## config.mk

```make
export PLATFORM = sky130hd
export DESIGN_NAME = cla_adder
export DESIGN_NICKNAME = d
export VERILOG_FILES = /design/src/rtl/cla_pkg.sv /design/src/rtl/cla_pg_gen.sv /design/src/rtl/cla_node.sv /design/src/rtl/cla_adder.sv
export SDC_FILE = /design/constraint.sdc
export NUM_CORES = 1
export LEC_CHECK = 0
export BUFFER_PORTS_ARGS = -buffer_cell sky130_fd_sc_hd__buf_4
export CAP_MARGIN = 0
export CELL_PAD_IN_SITES_DETAIL_PLACEMENT = 1
export CELL_PAD_IN_SITES_GLOBAL_PLACEMENT = 2
export CORE_UTILIZATION = 26
export CTS_CLUSTER_DIAMETER = 80
export DETAILED_ROUTE_END_ITERATION = 10
export MAX_ROUTING_LAYER = met4
export PLACE_DENSITY = 0.8
export SETUP_SLACK_MARGIN = 0.2
export SYNTH_ARGS = -nofsm -noshare
export SYNTH_HDL_FRONTEND = slang
export SYNTH_SLANG_ARGS = --single-unit
```

## constraint.sdc

```tcl
create_clock -name clk -period 2.35 [get_ports clk]
set_clock_uncertainty 0.15 [all_clocks]
set_input_delay 0.1175 -clock clk [delete_from_list [all_inputs] [get_ports clk]]
set_output_delay 0.1175 -clock clk [all_outputs]
set_load 0.01 [all_outputs]
```

## src/rtl/cla_pkg.sv

```systemverilog
package cla_pkg;

  function automatic bit is_pow2(input int unsigned v);
    return (v != 0) && ((v & (v - 1)) == 0);
  endfunction

endpackage

```

## src/rtl/cla_pg_gen.sv

```systemverilog
module cla_pg_gen #(
  parameter int WIDTH = 8
) (
  input  logic [WIDTH-1:0] a,
  input  logic [WIDTH-1:0] b,
  output logic [WIDTH-1:0] g,
  output logic [WIDTH-1:0] p
);

  for (genvar i = 0; i < WIDTH; i++) begin : g_bit
    assign g[i] = a[i] & b[i];
    assign p[i] = a[i] ^ b[i];
  end

endmodule

```

## src/rtl/cla_node.sv

```systemverilog
module cla_node #(
  parameter int W = 8
) (
  input  logic [W-1:0] g,
  input  logic [W-1:0] p,
  input  logic         ci,
  output logic [W-1:0] c,
  output logic         gg,
  output logic         pp
);

  if (W == 1) begin : g_leaf
    assign c[0] = ci;
    assign gg   = g[0];
    assign pp   = p[0];
  end else begin : g_split
    localparam int H = W / 2;
    logic g_lo, p_lo, g_hi, p_hi, c_mid;

    cla_node #(.W(H)) u_lo (
      .g (g[H-1:0]),
      .p (p[H-1:0]),
      .ci(ci),
      .c (c[H-1:0]),
      .gg(g_lo),
      .pp(p_lo)
    );

    // carry entering the upper half
    assign c_mid = g_lo | (p_lo & ci);

    cla_node #(.W(W - H)) u_hi (
      .g (g[W-1:H]),
      .p (p[W-1:H]),
      .ci(c_mid),
      .c (c[W-1:H]),
      .gg(g_hi),
      .pp(p_hi)
    );

    assign gg = g_hi | (p_hi & g_lo);
    assign pp = p_lo & p_hi;
  end

endmodule

```

## src/rtl/cla_adder.sv

```systemverilog
module cla_adder
  import cla_pkg::*;
#(
  parameter int WIDTH = 8
) (
  input  logic             clk,
  input  logic             rst,
  input  logic [WIDTH-1:0] a,
  input  logic [WIDTH-1:0] b,
  input  logic             cin,
  output logic [WIDTH-1:0] sum,
  output logic             cout,
  output logic             blk_g,
  output logic             blk_p
);

  if (!is_pow2(WIDTH)) begin : g_bad_width
    $error("cla_adder: WIDTH must be a power of two");
  end

  logic [WIDTH-1:0] bit_g, bit_p, carry;
  logic             word_g, word_p;

  cla_pg_gen #(.WIDTH(WIDTH)) u_pg (
    .a(a),
    .b(b),
    .g(bit_g),
    .p(bit_p)
  );

  cla_node #(.W(WIDTH)) u_tree (
    .g (bit_g),
    .p (bit_p),
    .ci(cin),
    .c (carry),
    .gg(word_g),
    .pp(word_p)
  );

  always_ff @(posedge clk) begin
    if (rst) begin
      sum   <= '0;
      cout  <= 1'b0;
      blk_g <= 1'b0;
      blk_p <= 1'b0;
    end else begin
      sum   <= bit_p ^ carry;
      cout  <= word_g | (word_p & cin);
      blk_g <= word_g;
      blk_p <= word_p;
    end
  end

endmodule

```

# Word-level counts from Yosys, hierarchy flattened
# Cells that the tools add are included.
[classes] bitwise_logic=54
[ops] op="bitwise AND 1 bit" n=30
[ops] op="OR 1 bit" n=15
[ops] op="bitwise XOR 1 bit" n=8
[ops] op="bitwise XOR 8 bit" n=1
[totals] inputBits=19 wordCells=58 out_inout_bits=11 reg_bits=11

# Logic depth before layout (Yosys ltp)
# Gate-level depths: netlist (run 1).
[logic_depth] word_depth=11 ltp_mapped=8 mapped_depth_nobuf=8

# Cells and area by module
# From an unflattened synthesis (run 1), not the netlist that was laid out.
[unflattened] hier_cells=85 area_unflattened_um2=785.8
[modules_own_cells] mod="cla_adder" area_each_um2=356.6 seq_area_each_um2=220.2 cells_per_inst=32 instances=1
[modules_own_cells] mod="cla_node (u_tree.g_split.u_hi.g_split.u_hi.g_split.u_hi ...)" area_each_um2=22.5 seq_area_each_um2=0.0 cells_per_inst=3 instances=8
[modules_own_cells] mod="cla_node (u_tree ...)" area_each_um2=21.3 seq_area_each_um2=0.0 cells_per_inst=3 instances=7
[modules_own_cells] mod="cla_pg_gen" area_each_um2=100.1 seq_area_each_um2=0.0 cells_per_inst=8 instances=1

# Least setup slack after synthesis (run 1)
# No wires, ideal clock.
[synth_timing] path_kind="input to register" start="in a[0]" end="reg sum[6]" arrival_time_ns=1.592 stages=7 required_time_ns=2.086 n_path_buf=0 setup_time_ns=0.114 path_slack_ns=0.494 path_cell_list="ha_1 a21o_2 a21oi_2 or2_1 a311oi_2 fa_1 nor2b_1"
[synth_between] elab_chain_len=9 elab_cells_between_ends=13 classes_between="bitwise (13)"
[synth_rtl] item="start, declared" line_no="cla_adder.sv:8" rtl="input logic [WIDTH-1:0] a,"
[synth_rtl] item="bitwise AND 1 bit" line_no="cla_pg_gen.sv:11" rtl="assign g[i] = a[i] & b[i];"
[synth_rtl] item="bitwise AND 1 bit" line_no="cla_node.sv:41" rtl="assign gg = g_hi | (p_hi & g_lo);"
[synth_rtl] item="OR 1 bit" line_no="cla_node.sv:41"
[synth_rtl] item="bitwise AND 1 bit" line_no="cla_node.sv:41"
[synth_rtl] item="OR 1 bit" line_no="cla_node.sv:41"
[synth_rtl] item="OR 1 bit (*)" line_no="cla_node.sv:30" rtl="assign c_mid = g_lo | (p_lo & ci);"
[synth_rtl] item="bitwise AND 1 bit (*)" line_no="cla_node.sv:30"
[synth_rtl] item="OR 1 bit (*)" line_no="cla_node.sv:30"
[synth_rtl] item="bitwise XOR 8 bit (*)" line_no="cla_adder.sv:47" rtl="sum <= bit_p ^ carry;"
[synth_rtl] item="end signal, assigned" line_no="cla_adder.sv:47"
[synth_rtl] item="end, declared" line_no="cla_adder.sv:11" rtl="output logic [WIDTH-1:0] sum,"
# Every way passes the cells marked *; elsewhere a longest branch is shown, timed or not.
# A chain may end at the register's enable or synchronous reset.

# Worst setup path in the final report (run 1)
[layout_timing] start="in cin" end="reg sum[6]"
[layout_between] elab_chain_len=5
[layout_rtl] item="start, declared" line_no="cla_adder.sv:10" rtl="input logic cin,"
[layout_rtl] item="bitwise AND 1 bit" line_no="cla_node.sv:30"
[layout_rtl] item="OR 1 bit" line_no="cla_node.sv:30"
[layout_rtl] item="bitwise AND 1 bit" line_no="cla_node.sv:30"
[layout_rtl] item="OR 1 bit" line_no="cla_node.sv:30"
[layout_rtl] item="bitwise XOR 8 bit" line_no="cla_adder.sv:47"
# Every way passes these cells.

==> results of run 1 <==
## Yosys cell counts (all sizes together)
| master | instances |
|---|---|
| buf | 1 |
| nor2 | 10 |
| o22ai | 1 |
| a21o | 3 |
| xnor2 | 1 |
| inv | 7 |
| and2 | 1 |
| ha | 8 |
| nor2b | 1 |
| o21ai | 1 |
| nor3 | 1 |
| dfxtp | 11 |
| nor4 | 1 |
| a21oi | 5 |
| xor2 | 3 |
| fa | 4 |
| nand3b | 1 |
| a311oi | 1 |
| nand2 | 3 |
| or2 | 1 |
## metal layers
metal	vias up	wire length, um	GRT usage
met1	260	611	0.1372
met3	2	61	0.02609
met4	0	17	0.05263
met5	-	0	-
met2	17	737	0.2089
li1	282	-	-
## area by class of cell
cell class,count,area (um^2)
Clock buffer,4,26.28
Multi-Input combinational cell,46,409.1
Fill cell,271,1364
Sequential cell,11,220.2
Inverter,7,26.28
Tap cell,28,35.03
Timing Repair Buffer,31,237.7
## worst min-delay path by stage
stage / end / slack [ns] / cells after the start
CTS: sum[6] / 0.09 / 3
floorplan: cout / 0.08 / 1
global route: sum[6] / 0.12 / 3
finish: sum[6] / 0.09 / 3
global placement: cout / 0.20 / 2
detailed placement: cout / 0.20 / 2
## power by group
part	internal, W	switching (W)
combinational	0.0000924	0.0000824
clock	0.0000655	0.0000641
sequential	0.000208	0.00000531
total	0.000366	0.000152
## state kept, by name (all words and copies together), names as in the netlist
register  cells
blk_p         1
cout          1
sum           8
blk_g         1
## cell families after synthesis
| family | after synthesis | synth area share |
|---|---|---|
| compound gates | 11 | 0.1182 |
| simple gates | 19 | 0.1726 |
| fa+ha+maj | 12 | 0.2702 |
| flops | 11 | 0.3302 |
| xor+xnor | 4 | 0.05254 |
| buf+inv | 8 | 0.05629 |
## critical path, cell delays in order
cell and delay, ns:
dlygate4sd3_1 0.52, buf_4 0.12, a21o_2 0.12, a21oi_2 0.06, or2_1 0.23, a311oi_2 0.27
fa_1 0.44, nor2b_1 0.13
## stage by stage
stage	instances	hold slack, ns	util	area, um^2	total power, W
final	127	0.09066	0.4118	954.7	0.0005179
after global routing	127	0.1169	0.4118	954.7	0.0005621
after CTS	127	0.08696	0.4118	954.7	0.0005267
after detailed placement	121	0.2020	0.3918	908.4	0.0003934
after global placement	121	0.1958	0.3918	908.4	0.0003878
after floorplan	65	0.07730	-	666.9	0.0003165
==> impl_metrics.ini, run 1 <==
[flow_run]
maxCapViolations = 0

[timing]
timing.final.ws_setup_ns = 0.3446
max_freq_mhz = 498.6
relSlewSlack = 0.8238
setup-violations-final = 0
hold_violations = 0
slew_violations = 0
tns_ns = 0
worst_slew_pin_slew_ns = 0.2643
period_needed_ns = 2.005
rsz0062_at_grt = false
finalCritPeriodShare = 0.8534

[power_and_ir_drop]
p_leak_nw = 0.4922
ir_drop_v = 0.0002819
p_per_area_nw_per_um2 = 542.5

[synthesis]
ys_warn_count = 0
yosys.cell_types.count = 22
syn_area_um2 = 666.9
seq_area_frac_synth = 0.3302
synth_top_area_cell = dfxtp_1
synth_top_area_frac = 0.3302
synth_area_leaders = dfxtp_1 33%, ha_1 15%, fa_1 12%, nor2_1 5.6%, inv_1 3.9%
netlist_instances = 65
syn_nets = 96
ys_ff_latch = 11
avgSynthCellArea_um2 = 10.26

[die]
die_w_um = 52.65
die_h_um = 52.65
start_util = 0.2876
io_pins = 30
rows = 17
die-area_um2 = 2772
core_um2 = 2318

[cells_and_area]
antenna_cells = 0
final_nets = 131
layout_common_cells = 29 x buf_4, 11 x dfxtp_1, 10 x nor2_1
final_common_cell = buf_4
syn2layout_area_growth_pct = 43.15
drive_gt1_frac = 0.3838

[setup_path]
crit_end = sum[6]
crit_fanout = 3
end_kind = flip-flop
path_class = in2reg
cp-startpoint = cin
critical_path.startpoint_type = input pin
required_ns = 2.36
worstPathArrival_ns = 2.01

[global_route]
grt_start_max_net_pins = 11
grt_usage = 0.1226
overflow = 0
antenna_found_initial = 0
grt_pass1_wl_um = 2359
grt_pass1_vias = 567

[drt]
drt_iter0_drc = 3
firstDrtPassIters = 3
vias = 561
viasPerCell = 4.417
drc_errors = 0
antenna_left = 0
wire_per_inst_um = 11.24
wl_um = 1428

[worst_hold_path]
hold_path_startpoint = b[6]
worstHoldPathType = in2reg

[clocking]
clk_path_buf_depth = 2
cts_hold_buf = 2
cts_buffers = 3
cts-root-buf = clkbuf_4
cts_tree = built
clock_sinks = 11
cts_setup_buffers = 0
path_clk_slew_ns = 0.07
htreeDepth = 1
ctsResizeCount = 0

[place]
detailed_place_hpwl_um = 1247
place_congestion = 0.7758
io_buffers = 29
pre_cts_ws_ns = 0.2972

[status]
status = complete, no violations
Power figures use the tool's default switching activity.
==> run 2, diff against run 1 <==
==> constraint.sdc (replaced) <==
create_clock -name clk -period 2.35 [get_ports clk]
set_clock_uncertainty 0.15 [all_clocks]
set_input_delay 0.3525 -clock clk [delete_from_list [all_inputs] [get_ports clk]]
set_output_delay 0.3525 -clock clk [all_outputs]
set_load 0.01 [all_outputs]
==> run 2 against run 1 <==
Net effect: global-route usage fell by 0.48 points; non-clock buffer count fell by 1; critical path depth did not move; largest power group unchanged; sequential power barely moved; maximum frequency fell by 0.73%; worst hold slack improved by 0.069 ns; clock power barely moved.
==> impl_metrics.ini, run 2 (synthesis results as in run 1) <==
[drt]
drc_errors = 0
firstDrtPassIters = 2
wire_per_inst_um = 11.00
wl_um = 1386
vias = 551
antenna_left = 0
viasPerCell = 4.373
drt_iter0_drc = 2

[global_route]
grt_usage = 0.1178
antenna_found_initial = 0
grt_pass1_vias = 555
grt_pass1_wl_um = 2304
overflow = 0
grt_start_max_net_pins = 11

[power_and_ir_drop]
p_leak_nw = 0.4883
intPower_w = 0.0003660
seq_power_share = 0.414
p_per_area_nw_per_um2 = 548.5
power_w = 0.0005168
switching_power_w = 0.0001508
p_comb_frac = 0.337
ir_drop_v = 0.0001959
clock_power_share = 0.250
swShare = 0.2918

[cells_and_area]
final_area_um2 = 942.2
stdcell_count = 126
syn2layout_area_growth_pct = 41.28
register_area_um2 = 220.2
fill_cells = 285
antenna_cells = 0
largest_reg_flops = 8
fin_util = 0.4064
multi_input_area_um2 = 409.1
regMostFlops = sum
layout_common_cells = 30 x buf_4, 11 x dfxtp_1, 10 x nor2_1
drive_gt1_frac = 0.3980
final_nets = 130
final_common_cell = buf_4

[setup_path]
critical_path.startpoint_type = input pin
required_ns = 2.36
crit_fanout = 2
worstPathArrival_ns = 2.03
path_class = in2reg
worst_path_max_delay_cell = fa_1
worstSetupPathDepth = 8
cp_top_family = adder cells
cp_slowest_stage_delay_ns = 0.44
path_cells = buf_4 > ha_1 > a21o_2 > a21oi_2 > or2_1 > a311oi_2 > fa_1 > nor2b_1
cp.buffers_inverters = 1
end_kind = flip-flop

[status]
status = complete, no violations

[place]
post_dp_cell_area_um2 = 915.9
dp.cells = 122
place_congestion = 0.7585
detailed_place_hpwl_um = 1253
io_buffers = 29

[die]
core_um2 = 2318
io_pins = 30
die_w_um = 52.65
die_h_um = 52.65
rows = 17
start_util = 0.2876
die-area_um2 = 2772

[timing]
hold_violations = 0
finalCritPeriodShare = 0.8596
worst_slew_pin_slew_ns = 0.2708
slew_violations = 0
period_needed_ns = 2.020
max_freq_mhz = 495.0
relSlewSlack = 0.8195
tns_ns = 0
rsz0062_at_grt = false
setup-violations-final = 0

[clocking]
cts_buffers = 3
ctsResizeCount = 0
clock_sinks = 11
clk_path_buf_depth = 2
cts_tree = built
cts_hold_buf = 0
cts_setup_buffers = 0
cts-root-buf = clkbuf_4
path_clk_slew_ns = 0.08
htreeDepth = 1

[flow_run]
maxCapViolations = 0

[worst_hold_path]
worstHoldPathType = in2reg
whs_path_depth = 2
[run 2: changes by cell type in the layout (fill, tap and decap cells not counted)]
| cell | delta |
|---|---|
| buf_4 | +1 |
| dlygate4sd3_1 | -2 |
[run 2: area by class of cell]
| cell class | instances | area share |
|---|---|---|
| Timing Repair Buffer | 30 | 0.2390 |
| Sequential cell | 11 | 0.2337 |
| Multi-Input combinational cell | 46 | 0.4343 |
| Clock buffer | 4 | 0.02789 |
| Tap cell | 28 | 0.03718 |
| Inverter | 7 | 0.02789 |
[run 2: worst paths after layout]
kind	from	endpoint	slack [ns]
max	a[0]	sum[6]	0.33
min	cin	cout	0.16
[run 2: per-stage QoR]
| stage | worst slack, ns | hold WS, ns |
|---|---|---|
| after floorplan | 0.2592 | 0.3123 |
| after global placement | 0.07317 | 0.4307 |
| after detailed placement | 0.04748 | 0.4315 |
| after CTS | 0.3286 | 0.1539 |
| after global routing | 0.2112 | 0.1696 |
| final | 0.3298 | 0.1598 |
[run 2: power groups by stage]
stage / clock [W] / sequential [W] / combinational, W
detailed placement: 0 / 0.000219 / 0.000178
floorplan: 0 / 0.000230 / 0.0000868
global route: 0.000146 / 0.000216 / 0.000197
CTS: 0.000135 / 0.000214 / 0.000178
global placement: 0 / 0.000218 / 0.000172
finish: 0.000129 / 0.000214 / 0.000174
[run 2: per-layer routing]
metal,up-vias,part of all wire,GRT usage
met1,252,0.42,0.1376
li1,282,-,-
met3,2,0.038,0.02609
met5,-,0,-
met2,15,0.54,0.1983
met4,0,0.0058,0.03947
==> run 3, diff against run 2 <==
==> constraint.sdc (replaced) <==
create_clock -name clk -period 2.35 [get_ports clk]
set_clock_uncertainty 0.15 [all_clocks]
set_input_delay 0.235 -clock clk [delete_from_list [all_inputs] [get_ports clk]]
set_output_delay 0.235 -clock clk [all_outputs]
set_load 0.01 [all_outputs]
==> run 3 against run 2 <==
Net effect: critical path depth decreased by 1; sequential power about the same; non-clock buffer count decreased by 1; utilization decreased by 0.32 points; maximum frequency increased by 6.8%.
==> impl_metrics.ini, run 3 (synthesis results as in run 1) <==
[global_route]
grt_start_max_net_pins = 11
grt_pass1_vias = 564
antenna_found_initial = 0
overflow = 0
grt_pass1_wl_um = 2332
grt_usage = 0.1214

[drt]
wire_per_inst_um = 11.27
vias = 553
drc_errors = 0
antenna_left = 0
viasPerCell = 4.424
drt_iter0_drc = 3
firstDrtPassIters = 3
wl_um = 1409

[power_and_ir_drop]
p_per_area_nw_per_um2 = 550.7
power_w = 0.0005147
p_leak_nw = 0.4838
p_comb_frac = 0.334
switching_power_w = 0.0001507
seq_power_share = 0.415
clock_power_share = 0.251
ir_drop_v = 0.0002811
swShare = 0.2929
intPower_w = 0.0003639

[clocking]
cts_buffers = 3
cts_setup_buffers = 0
cts_hold_buf = 0
cts-root-buf = clkbuf_4
htreeDepth = 1
clk_path_buf_depth = 2
clock_sinks = 11
path_clk_slew_ns = 0.08
cts_tree = built
ctsResizeCount = 0

[die]
start_util = 0.2876
die_w_um = 52.65
core_um2 = 2318
io_pins = 30
die_h_um = 52.65
rows = 17
die-area_um2 = 2772

[cells_and_area]
layout_common_cells = 29 x buf_4, 11 x dfxtp_1, 10 x nor2_1
syn2layout_area_growth_pct = 40.15
final_common_cell = buf_4
drive_gt1_frac = 0.3918
antenna_cells = 0
final_nets = 129
register_area_um2 = 220.2
regMostFlops = sum
multi_input_area_um2 = 409.1
final_area_um2 = 934.6
fill_cells = 271
largest_reg_flops = 8
stdcell_count = 125

[timing]
hold_violations = 0
period_needed_ns = 1.892
max_freq_mhz = 528.5
tns_ns = 0
worst_slew_pin_slew_ns = 0.2643
setup-violations-final = 0
slew_violations = 0
relSlewSlack = 0.8238
finalCritPeriodShare = 0.8052
hold_slack_ns = 0.04053
rsz0062_at_grt = false

[setup_path]
cp_slowest_stage_delay_ns = 0.44
crit_fanout = 3
worst_path_max_delay_cell = fa_1
path_cells = buf_4 > ha_1 > nand2_1 > or2_1 > a311oi_2 > fa_1 > nor2b_1
worstPathArrival_ns = 1.90
path_class = in2reg
end_kind = flip-flop
critical_path.startpoint_type = input pin
required_ns = 2.36

[place]
post_dp_cell_area_um2 = 908.4
detailed_place_hpwl_um = 1247
place_congestion = 0.7758
dp.cells = 121
io_buffers = 29

[worst_hold_path]
whs_path_depth = 2
worstHoldPathType = in2reg

[status]
status = complete, no violations

[flow_run]
maxCapViolations = 0
-- run 3: changes by cell type in the layout (fill, tap and decap cells not counted), sizes merged --
cell / change
buf: -1
-- run 3: per-stage QoR --
stage	util	setup slack, ns
4_1_cts	0.4031	0.4576
3_5_place_dp	0.3918	0.1797
2_1_floorplan	-	0.3767
5_1_grt	0.4031	0.3616
3_3_place_gp	0.3918	0.1862
6_report	0.4031	0.4577
-- run 3: final timing paths --
| check | start | to | slack (ns) |
|---|---|---|---|
| setup / recovery | a[3] | sum[6] | 0.46 |
| hold / removal | cin | cout | 0.04 |
-- run 3: cell type report --
type	count	area share
Clock buffer	4	0.02811
Inverter	7	0.02811
Multi-Input combinational cell	46	0.4378
Sequential cell	11	0.2356
Tap cell	28	0.03748
Timing Repair Buffer	29	0.2329
-- run 3: power by group through the flow --
stage | sequential (W) | combinational [W] | clock (W)
after floorplan | 0.000230 | 0.0000868 | 0
after global placement | 0.000218 | 0.000170 | 0
after detailed placement | 0.000218 | 0.000175 | 0
after CTS | 0.000214 | 0.000176 | 0.000134
after global routing | 0.000216 | 0.000194 | 0.000150
final | 0.000214 | 0.000172 | 0.000129
-- run 3: metal layers --
layer | vias up | part of all wire | global-route usage
met2 | 17 | 0.52 | 0.2089
li1 | 278 | - | -
met3 | 2 | 0.043 | 0.02609
met1 | 256 | 0.42 | 0.1337
met5 | - | 0 | -
met4 | 0 | 0.012 | 0.05263
-- run 3: critical path: cells and delay by family --
kind	cells	cell delay, ns
adder cells (fa/ha/maj)	2	0.76
buffers and inverters	1	0.11
AND/OR/NAND/NOR	3	0.53
AO/OA/AOI/OAI	1	0.27
